--- src/rtl/i2c_wsi_pkg.sv ---
package i2c_wsi_pkg;
  typedef enum logic [2:0] {
    ST_IDLE,
    ST_START,
    ST_LOW,
    ST_HIGH,
    ST_STOP_LO,
    ST_STOP_HI
  } seq_state_t;

  localparam logic [7:0] FILL_BYTE = 8'h00;
  localparam logic       WRITE_DIR = 1'b0;
  localparam int         ACK_SLOT  = 8;
endpackage

--- src/rtl/i2c_wsi_sync.sv ---
module i2c_wsi_sync #(
  parameter int WIDTH  = 2,
  parameter int STAGES = 2
) (
  input  logic             clk,
  input  logic             rst,
  input  logic [WIDTH-1:0] d,
  output logic [WIDTH-1:0] q
);
  logic [WIDTH-1:0] pipe [STAGES];

  always_ff @(posedge clk) begin
    if (rst) pipe[0] <= '1;
    else     pipe[0] <= d;
  end

  for (genvar s = 1; s < STAGES; s++) begin : g_stage
    always_ff @(posedge clk) begin
      if (rst) pipe[s] <= '1;
      else     pipe[s] <= pipe[s-1];
    end
  end

  assign q = pipe[STAGES-1];
endmodule

--- src/rtl/i2c_wsi_phase_timer.sv ---
module i2c_wsi_phase_timer #(
  parameter int PHASE_CLKS = 4
) (
  input  logic clk,
  input  logic rst,
  input  logic run,
  output logic expire
);
  localparam int CW = (PHASE_CLKS > 1) ? $clog2(PHASE_CLKS) : 1;
  localparam logic [CW-1:0] LOAD = CW'(PHASE_CLKS - 1);

  logic [CW-1:0] cnt;

  assign expire = run && (cnt == '0);

  always_ff @(posedge clk) begin
    if (rst || !run || expire) cnt <= LOAD;
    else                       cnt <= cnt - 1'b1;
  end

  assert_cnt_range_R6: assert property (@(posedge clk) disable iff (rst)
    cnt <= LOAD);

  assert_cnt_step_R6: assert property (@(posedge clk) disable iff (rst)
    (run && !expire) |=> (cnt == $past(cnt) - 1'b1));
endmodule

--- src/rtl/i2c_wsi_sequencer.sv ---
module i2c_wsi_sequencer
  import i2c_wsi_pkg::*;
#(
  parameter int ADDR_W = 7
) (
  input  logic              clk,
  input  logic              rst,
  input  logic              go,
  input  logic [ADDR_W-1:0] addr,
  input  logic              scl_s,
  input  logic              sda_s,
  input  logic              tick,
  output logic              busy,
  output logic              scl_pull,
  output logic              sda_pull,
  output logic              done,
  output logic              addr_nack
);
  localparam int FRAME_W = ADDR_W + 1;
  localparam int BC_W    = $clog2(ACK_SLOT + 1);
  localparam logic [BC_W-1:0] LAST_DATA = BC_W'(ACK_SLOT - 1);
  localparam logic [BC_W-1:0] ACK_POS   = BC_W'(ACK_SLOT);

  seq_state_t        st;
  logic [FRAME_W-1:0] shreg;
  logic [BC_W-1:0]    bitcnt;
  logic               data_phase;

  always_ff @(posedge clk) begin
    if (rst) begin
      st         <= ST_IDLE;
      shreg      <= '0;
      bitcnt     <= '0;
      data_phase <= 1'b0;
      busy       <= 1'b0;
      scl_pull   <= 1'b0;
      sda_pull   <= 1'b0;
      done       <= 1'b0;
      addr_nack  <= 1'b0;
    end else begin
      done <= 1'b0;
      case (st)
        ST_IDLE: begin
          if (go && scl_s && sda_s) begin
            st         <= ST_START;
            shreg      <= {addr, WRITE_DIR};
            bitcnt     <= '0;
            data_phase <= 1'b0;
            sda_pull   <= 1'b1;
            busy       <= 1'b1;
            addr_nack  <= 1'b0;
          end
        end
        ST_START: begin
          if (tick) begin
            st       <= ST_LOW;
            scl_pull <= 1'b1;
            sda_pull <= ~shreg[FRAME_W-1];
          end
        end
        ST_LOW: begin
          if (tick) begin
            st       <= ST_HIGH;
            scl_pull <= 1'b0;
          end
        end
        ST_HIGH: begin
          if (tick) begin
            if (bitcnt != ACK_POS) begin
              bitcnt   <= bitcnt + 1'b1;
              shreg    <= {shreg[FRAME_W-2:0], 1'b0};
              st       <= ST_LOW;
              scl_pull <= 1'b1;
              sda_pull <= (bitcnt == LAST_DATA) ? 1'b0 : ~shreg[FRAME_W-2];
            end else if (!data_phase) begin
              if (sda_s) begin
                addr_nack <= 1'b1;
                st        <= ST_STOP_LO;
                scl_pull  <= 1'b1;
                sda_pull  <= 1'b1;
              end else begin
                data_phase <= 1'b1;
                bitcnt     <= '0;
                shreg      <= FRAME_W'(FILL_BYTE);
                st         <= ST_LOW;
                scl_pull   <= 1'b1;
                sda_pull   <= ~FILL_BYTE[7];
              end
            end else begin
              st       <= ST_IDLE;
              busy     <= 1'b0;
              done     <= 1'b1;
              sda_pull <= 1'b0;
              scl_pull <= 1'b0;
            end
          end
        end
        ST_STOP_LO: begin
          if (tick) begin
            st       <= ST_STOP_HI;
            scl_pull <= 1'b0;
          end
        end
        ST_STOP_HI: begin
          if (tick) begin
            st       <= ST_IDLE;
            sda_pull <= 1'b0;
            busy     <= 1'b0;
            done     <= 1'b1;
          end
        end
        default: st <= ST_IDLE;
      endcase
    end
  end

  // SDA holds through an SCL high phase
  assert_sda_steady_R5: assert property (@(posedge clk) disable iff (rst)
    (st == ST_HIGH && !tick) |=> $stable(sda_pull));

  assert_start_shape_R3: assert property (@(posedge clk) disable iff (rst)
    $rose(busy) |-> (sda_pull && !scl_pull));

  assert_go_guard_R2: assert property (@(posedge clk) disable iff (rst)
    $rose(busy) |-> $past(go && scl_s && sda_s));

  assert_done_pulse_R10: assert property (@(posedge clk) disable iff (rst)
    done |=> !done);

  assert_done_released_R8: assert property (@(posedge clk) disable iff (rst)
    done |-> (!busy && !scl_pull && !sda_pull));

  assert_stop_after_nack_R9: assert property (@(posedge clk) disable iff (rst)
    (st == ST_STOP_LO) |-> addr_nack);

  assert_no_data_after_nack_R9: assert property (@(posedge clk) disable iff (rst)
    (busy && addr_nack) |-> !data_phase);
endmodule

--- src/rtl/i2c_wr_stall_injector.sv ---
module i2c_wr_stall_injector #(
  parameter int ADDR_W      = 7,
  parameter int PHASE_CLKS  = 4,
  parameter int SYNC_STAGES = 2
) (
  input  logic              clk,
  input  logic              rst,
  input  logic              go,
  input  logic [ADDR_W-1:0] tgt_addr,
  input  logic              scl_in,
  input  logic              sda_in,
  output logic              scl_pull,
  output logic              sda_pull,
  output logic              busy,
  output logic              done,
  output logic              addr_nack
);
  logic [1:0] lines_s;
  logic       tick;

  i2c_wsi_sync #(.WIDTH(2), .STAGES(SYNC_STAGES)) u_sync (
    .clk (clk),
    .rst (rst),
    .d   ({scl_in, sda_in}),
    .q   (lines_s)
  );

  i2c_wsi_phase_timer #(.PHASE_CLKS(PHASE_CLKS)) u_timer (
    .clk    (clk),
    .rst    (rst),
    .run    (busy),
    .expire (tick)
  );

  i2c_wsi_sequencer #(.ADDR_W(ADDR_W)) u_seq (
    .clk       (clk),
    .rst       (rst),
    .go        (go),
    .addr      (tgt_addr),
    .scl_s     (lines_s[1]),
    .sda_s     (lines_s[0]),
    .tick      (tick),
    .busy      (busy),
    .scl_pull  (scl_pull),
    .sda_pull  (sda_pull),
    .done      (done),
    .addr_nack (addr_nack)
  );

  assert_reset_quiet_R1: assert property (@(posedge clk)
    $past(rst) |-> (!scl_pull && !sda_pull && !busy && !done && !addr_nack));
endmodule

--- config.mk ---
export PLATFORM = sky130hd
export DESIGN_NAME = i2c_wr_stall_injector
export DESIGN_NICKNAME = d
export VERILOG_FILES = /design/src/rtl/i2c_wsi_pkg.sv /design/src/rtl/i2c_wsi_sync.sv /design/src/rtl/i2c_wsi_phase_timer.sv /design/src/rtl/i2c_wsi_sequencer.sv /design/src/rtl/i2c_wr_stall_injector.sv
export SDC_FILE = /design/constraint.sdc
export NUM_CORES = 1
export LEC_CHECK = 0
export BUFFER_PORTS_ARGS = -buffer_cell sky130_fd_sc_hd__buf_2
export CAP_MARGIN = 20
export CORE_MARGIN = 2
export CORE_UTILIZATION = 53
export CTS_BUF_LIST = sky130_fd_sc_hd__clkbuf_8
export DETAILED_ROUTE_END_ITERATION = 8
export GPL_TIMING_DRIVEN = 0
export PLACE_DENSITY = 0.76
export SLEW_MARGIN = 0
export SYNTH_ARGS = -nofsm -noshare
export SYNTH_HDL_FRONTEND = slang
export SYNTH_SLANG_ARGS = --single-unit
--- constraint.sdc ---
create_clock -name clk -period 1.6 [get_ports clk]
set_clock_uncertainty 0.1 [all_clocks]
set_input_delay 0.16 -clock clk [delete_from_list [all_inputs] [get_ports clk]]
set_output_delay 0.16 -clock clk [all_outputs]
set_load 0.03 [all_outputs]
==> tab_implementation.tex <==
\begin{tabular}{lr}
\hline
Metric & Value \\
\hline
\multicolumn{2}{l}{\textbf{Final layout}} \\
\quad P\&R area growth vs syn & 29.8\% \\
\quad Final-layout fill cell count & 183 \\
\quad Area of all placed cells without fillers & 0.00176 mm² \\
\quad Ant diodes & 0 \\
\quad Layout cell share with drive strength beyond 1 & 0.398 \\
\quad Net count of the finished layout & 202 \\
\multicolumn{2}{l}{\textbf{Routing}} \\
\quad DRC & 0 \\
\quad Antenna viol nets, final & 0 \\
\quad First-iteration detailed-routing DRC count & 38 \\
\quad Post-detailed-route via-to-cell ratio & 6.12 \\
\quad Detailed Route WL & 3650 µm \\
\quad Routed wire length per instance & 16.9 µm \\
\quad Vias after detailed routing & 1322 \\
\quad Detailed-routing iteration count for the pre-antenna-repair pass & 4 \\
\multicolumn{2}{l}{\textbf{STA}} \\
\quad Number of pins with negative max-slew slack in the final report & 0 \\
\quad Fmax achieved & 578 MHz \\
\quad Number of endpoints failing setup at the final stage & 13 \\
\quad Worst Slack Setup Final & -0.131 ns \\
\quad Setup repair after global routing missed its margin & true \\
\quad Final number of hold-violating endpoints & 0 \\
\quad Actual transition at the worst max-transition pin & 0.461 ns \\
\quad Post-route fraction of the period consumed by the critical path & 1.08 \\
\quad TNS Setup & -1.07 ns \\
\quad Post-layout min period & 1.73 ns \\
\quad Max-slew headroom at the worst pin & 0.693 \\
\multicolumn{2}{l}{\textbf{Critical path}} \\
\quad Critical path arrival & 1.81 ns \\
\quad Worst path required time & 1.68 ns \\
\quad Crit path launch type & flip-flop \\
\quad CP Capture Type & flip-flop \\
\quad Startpoint of the worst setup timing path & u\_seq.bitcnt[1] \\
\quad Startpoint of the worst register-to-register path & u\_seq.bitcnt[1] \\
\quad Largest driver fanout on the critical path & 5 \\
\quad Crit path kind & reg2reg \\
\multicolumn{2}{l}{\textbf{Status}} \\
\quad Failing checks & setup timing \\
\quad Result of the run & finished, violations left \\
\multicolumn{2}{l}{\textbf{Synthesis}} \\
\quad Number of enable flip-flop cells after synthesis & 0 \\
\quad Synthesized area per cell & 8.92 µm² \\
\quad Largest cells by area after synthesis & sky130\_fd\_sc\_hd\_\_dfxtp\_1 (38\%), sky130\_fd\_sc\_hd\_\_a2111oi\_2 (6.6\%), sky130\_fd\_sc\_hd\_\_a21oi\_1 (4.4\%) \\
\quad Gate count of the mapped netlist & 152 \\
\quad Cell with the most instances after synthesis & sky130\_fd\_sc\_hd\_\_dfxtp\_1 \\
\quad Combined area of all synthesized cells & 0.00136 mm² \\
\quad Commonest register cell after synthesis & sky130\_fd\_sc\_hd\_\_dfxtp\_1 \\
\quad Top cell types by occurrence after synthesis & sky130\_fd\_sc\_hd\_\_dfxtp\_1 (26), sky130\_fd\_sc\_hd\_\_nor2\_1 (13), sky130\_fd\_sc\_hd\_\_a21oi\_1 (12) \\
\quad Cell accounting for the most synthesized area & sky130\_fd\_sc\_hd\_\_dfxtp\_1 \\
\quad Number of warnings issued by yosys & 0 \\
\quad Synthesized netlist net count & 167 \\
\quad Synth Register Bits & 26 \\
\quad Yosys top cell area share & 0.384 \\
\quad Fraction of the yosys area taken by sequential cells & 0.384 \\
\quad Synth cell types & 43 \\
\quad Share of synthesized registers carrying an async set or reset & 0 \\
\multicolumn{2}{l}{\textbf{Place}} \\
\quad Placer congestion estimate & 0.890 \\
\quad Pre-CTS worst setup slack & -0.255 ns \\
\quad Count of buffers inserted at the top-level ports & 16 \\
\quad Area of placed instances & 0.00148 mm² \\
\quad HPWL Detailed & 2180 µm \\
\multicolumn{2}{l}{\textbf{Clocking}} \\
\quad Clk\_lat worst skew & 0.28 ns \\
\quad CTS H-tree lvls & 1 \\
\quad TritonCTS Buffers & 3 \\
\quad Clk sink count & 26 \\
\quad Bufs on Longest Clock Path & 2 \\
\quad Root Driver & sky130\_fd\_sc\_hd\_\_clkbuf\_8 \\
\quad TritonCTS clock tree & done \\
\quad Clock edge transition at the registers on the reported setup and hold paths & 0.09 ns \\
\multicolumn{2}{l}{\textbf{Die}} \\
\quad I/O pin count & 17 \\
\quad Die boundary width & 54.6 µm \\
\quad Number of rows in the core area & 18 \\
\quad Die height & 54.6 µm \\
\quad Die ar. & 0.00298 mm² \\
\quad Initial Util & 0.552 \\
\quad Area inside the core boundary & 0.00245 mm² \\
\multicolumn{2}{l}{\textbf{GRT}} \\
\quad Overall routing resource usage & 0.263 \\
\quad Global-route congestion overflow total & 0 \\
\quad Maximum number of pins on one net before global-route repair & 16 \\
\quad Wire length of the first global-routing pass & 5580 µm \\
\quad Number of antenna violations at the first check in global routing & 0 \\
\quad Via count of the first global-routing pass & 1256 \\
\multicolumn{2}{l}{\textbf{Power and ir drop}} \\
\quad Peak VDD IR & 0.000781 V \\
\quad Pwr Density & 802 mW/mm² \\
\quad Reported leakage power & 0.000720 µW \\
\quad Final Total Pwr & 1410 µW \\
\multicolumn{2}{l}{\textbf{Flow run}} \\
\quad Number of maximum-capacitance constraint violations & 0 \\
\multicolumn{2}{l}{\textbf{Hold path}} \\
\quad Origin of the worst min-delay path & rst \\
\quad Min-delay worst type & in2reg \\
\hline
\end{tabular}
==> metrics by stage <==
step | hold WS [ns] | std cells | utilization
floorplan | 0.164 | 152 | -
global placement | 0.241 | 198 | 0.602
detailed placement | 0.245 | 198 | 0.602
CTS | 0.159 | 215 | 0.697
global route | 0.181 | 216 | 0.717
finish | 0.166 | 216 | 0.717
==> what timing repair did <==
item                                    in CTS  in global routing
pin swaps                                    6                  4
resized for setup                           18                  9
buffers inserted                            10                  1
hold endpoints to repair                     2                  0
endpoints found under the setup margin      13                 17
hold buffers                                 2                  0
cloned                                       1                  0
==> routing by layer <==
| metal | up-vias | GRT usage | part of all wire |
|---|---|---|---|
| met1 | 637 | 0.334 | 0.42 |
| met3 | 5 | 0.0464 | 0.058 |
| met5 | - | 0 | 0 |
| met4 | 0 | 0.117 | 0.013 |
| li1 | 628 | - | - |
| met2 | 52 | 0.433 | 0.51 |
==> final timing paths <==
check	slack, ns	endpoint	depth (start not counted)
setup / recovery	-0.13	u_seq.shreg[2]	7
hold / removal	0.17	u_seq.bitcnt[3]	4
setup reg to reg	-0.13	u_seq.shreg[2]	7
hold reg to reg	0.30	u_timer.cnt[0]	1
==> flip-flops by register name, indices dropped and copies added (netlist names) <==
name / cells
u_sync.pipe: 4
u_seq.scl_pull: 1
u_seq.shreg: 7
u_seq.sda_pull: 1
u_seq.busy: 1
u_timer.cnt: 2
u_seq.addr_nack: 1
u_seq.bitcnt: 4
u_seq.st: 3
u_seq.done: 1
u_seq.data_phase: 1
==> critical path, cell delays in order (launching register included) <==
cell	delay (ns)
sky130_fd_sc_hd__dfxtp_2	0.34
sky130_fd_sc_hd__inv_2	0.06
sky130_fd_sc_hd__ha_4	0.13
sky130_fd_sc_hd__nand3b_1	0.13
sky130_fd_sc_hd__o211ai_1	0.33
sky130_fd_sc_hd__buf_4	0.25
sky130_fd_sc_hd__a2111oi_2	0.09
sky130_fd_sc_hd__a31o_1	0.20
==> cells by family (layout without fill, tap and decap cells) <==
| kind of cell | after synthesis | in the layout | synth area share |
|---|---|---|---|
| adders and majority gates | 3 | 3 | 0.0277 |
| and+or+nand+nor | 64 | 64 | 0.272 |
| DFF | 26 | 26 | 0.384 |
| buffers and inverters | 16 | 50 | 0.0655 |
| AOI/OAI and AO/OA | 43 | 43 | 0.251 |
==> cell type report <==
class | count | area [µm²] | share of cell area
timing repair buffer | 30 | 191 | 0.109
buffer | 11 | 76.3 | 0.0434
clock inverter | 1 | 30.0 | 0.0171
tap | 30 | 37.5 | 0.0213
multi-input combinational | 110 | 840 | 0.477
clock buffer | 3 | 41.3 | 0.0235
inverter | 5 | 18.8 | 0.0107
sequential | 26 | 526 | 0.299
==> where the power goes <==
group	switching [µW]	total [µW]	internal, µW
Sequential	17.1	690	673
Combinational	88.6	162	73.4
Clock	224	560	336
Total	330	1410	1080
==> cells in the final DEF (no fill, tap or decap), types with 3 or more instances in the layout <==
master | netlist | layout
sky130_fd_sc_hd__buf_4 | 2 | 12
sky130_fd_sc_hd__buf_6 | 2 | 4
sky130_fd_sc_hd__dfxtp_2 | 0 | 4
sky130_fd_sc_hd__o21ai_0 | 7 | 6
sky130_fd_sc_hd__clkbuf_8 | 0 | 3
sky130_fd_sc_hd__nand2_1 | 10 | 10
sky130_fd_sc_hd__inv_2 | 0 | 4
sky130_fd_sc_hd__nand4_1 | 3 | 3
sky130_fd_sc_hd__nor2_1 | 13 | 13
sky130_fd_sc_hd__or2_2 | 4 | 4
sky130_fd_sc_hd__a2111oi_2 | 6 | 4
sky130_fd_sc_hd__buf_2 | 5 | 21
sky130_fd_sc_hd__a21oi_1 | 12 | 11
sky130_fd_sc_hd__nand3_1 | 7 | 7
sky130_fd_sc_hd__nor2b_1 | 3 | 3
sky130_fd_sc_hd__dfxtp_1 | 26 | 22
sky130_fd_sc_hd__nor3_1 | 4 | 4
sky130_fd_sc_hd__a31o_1 | 6 | 6
No activity file was read; power rests on OpenSTA's default activity.
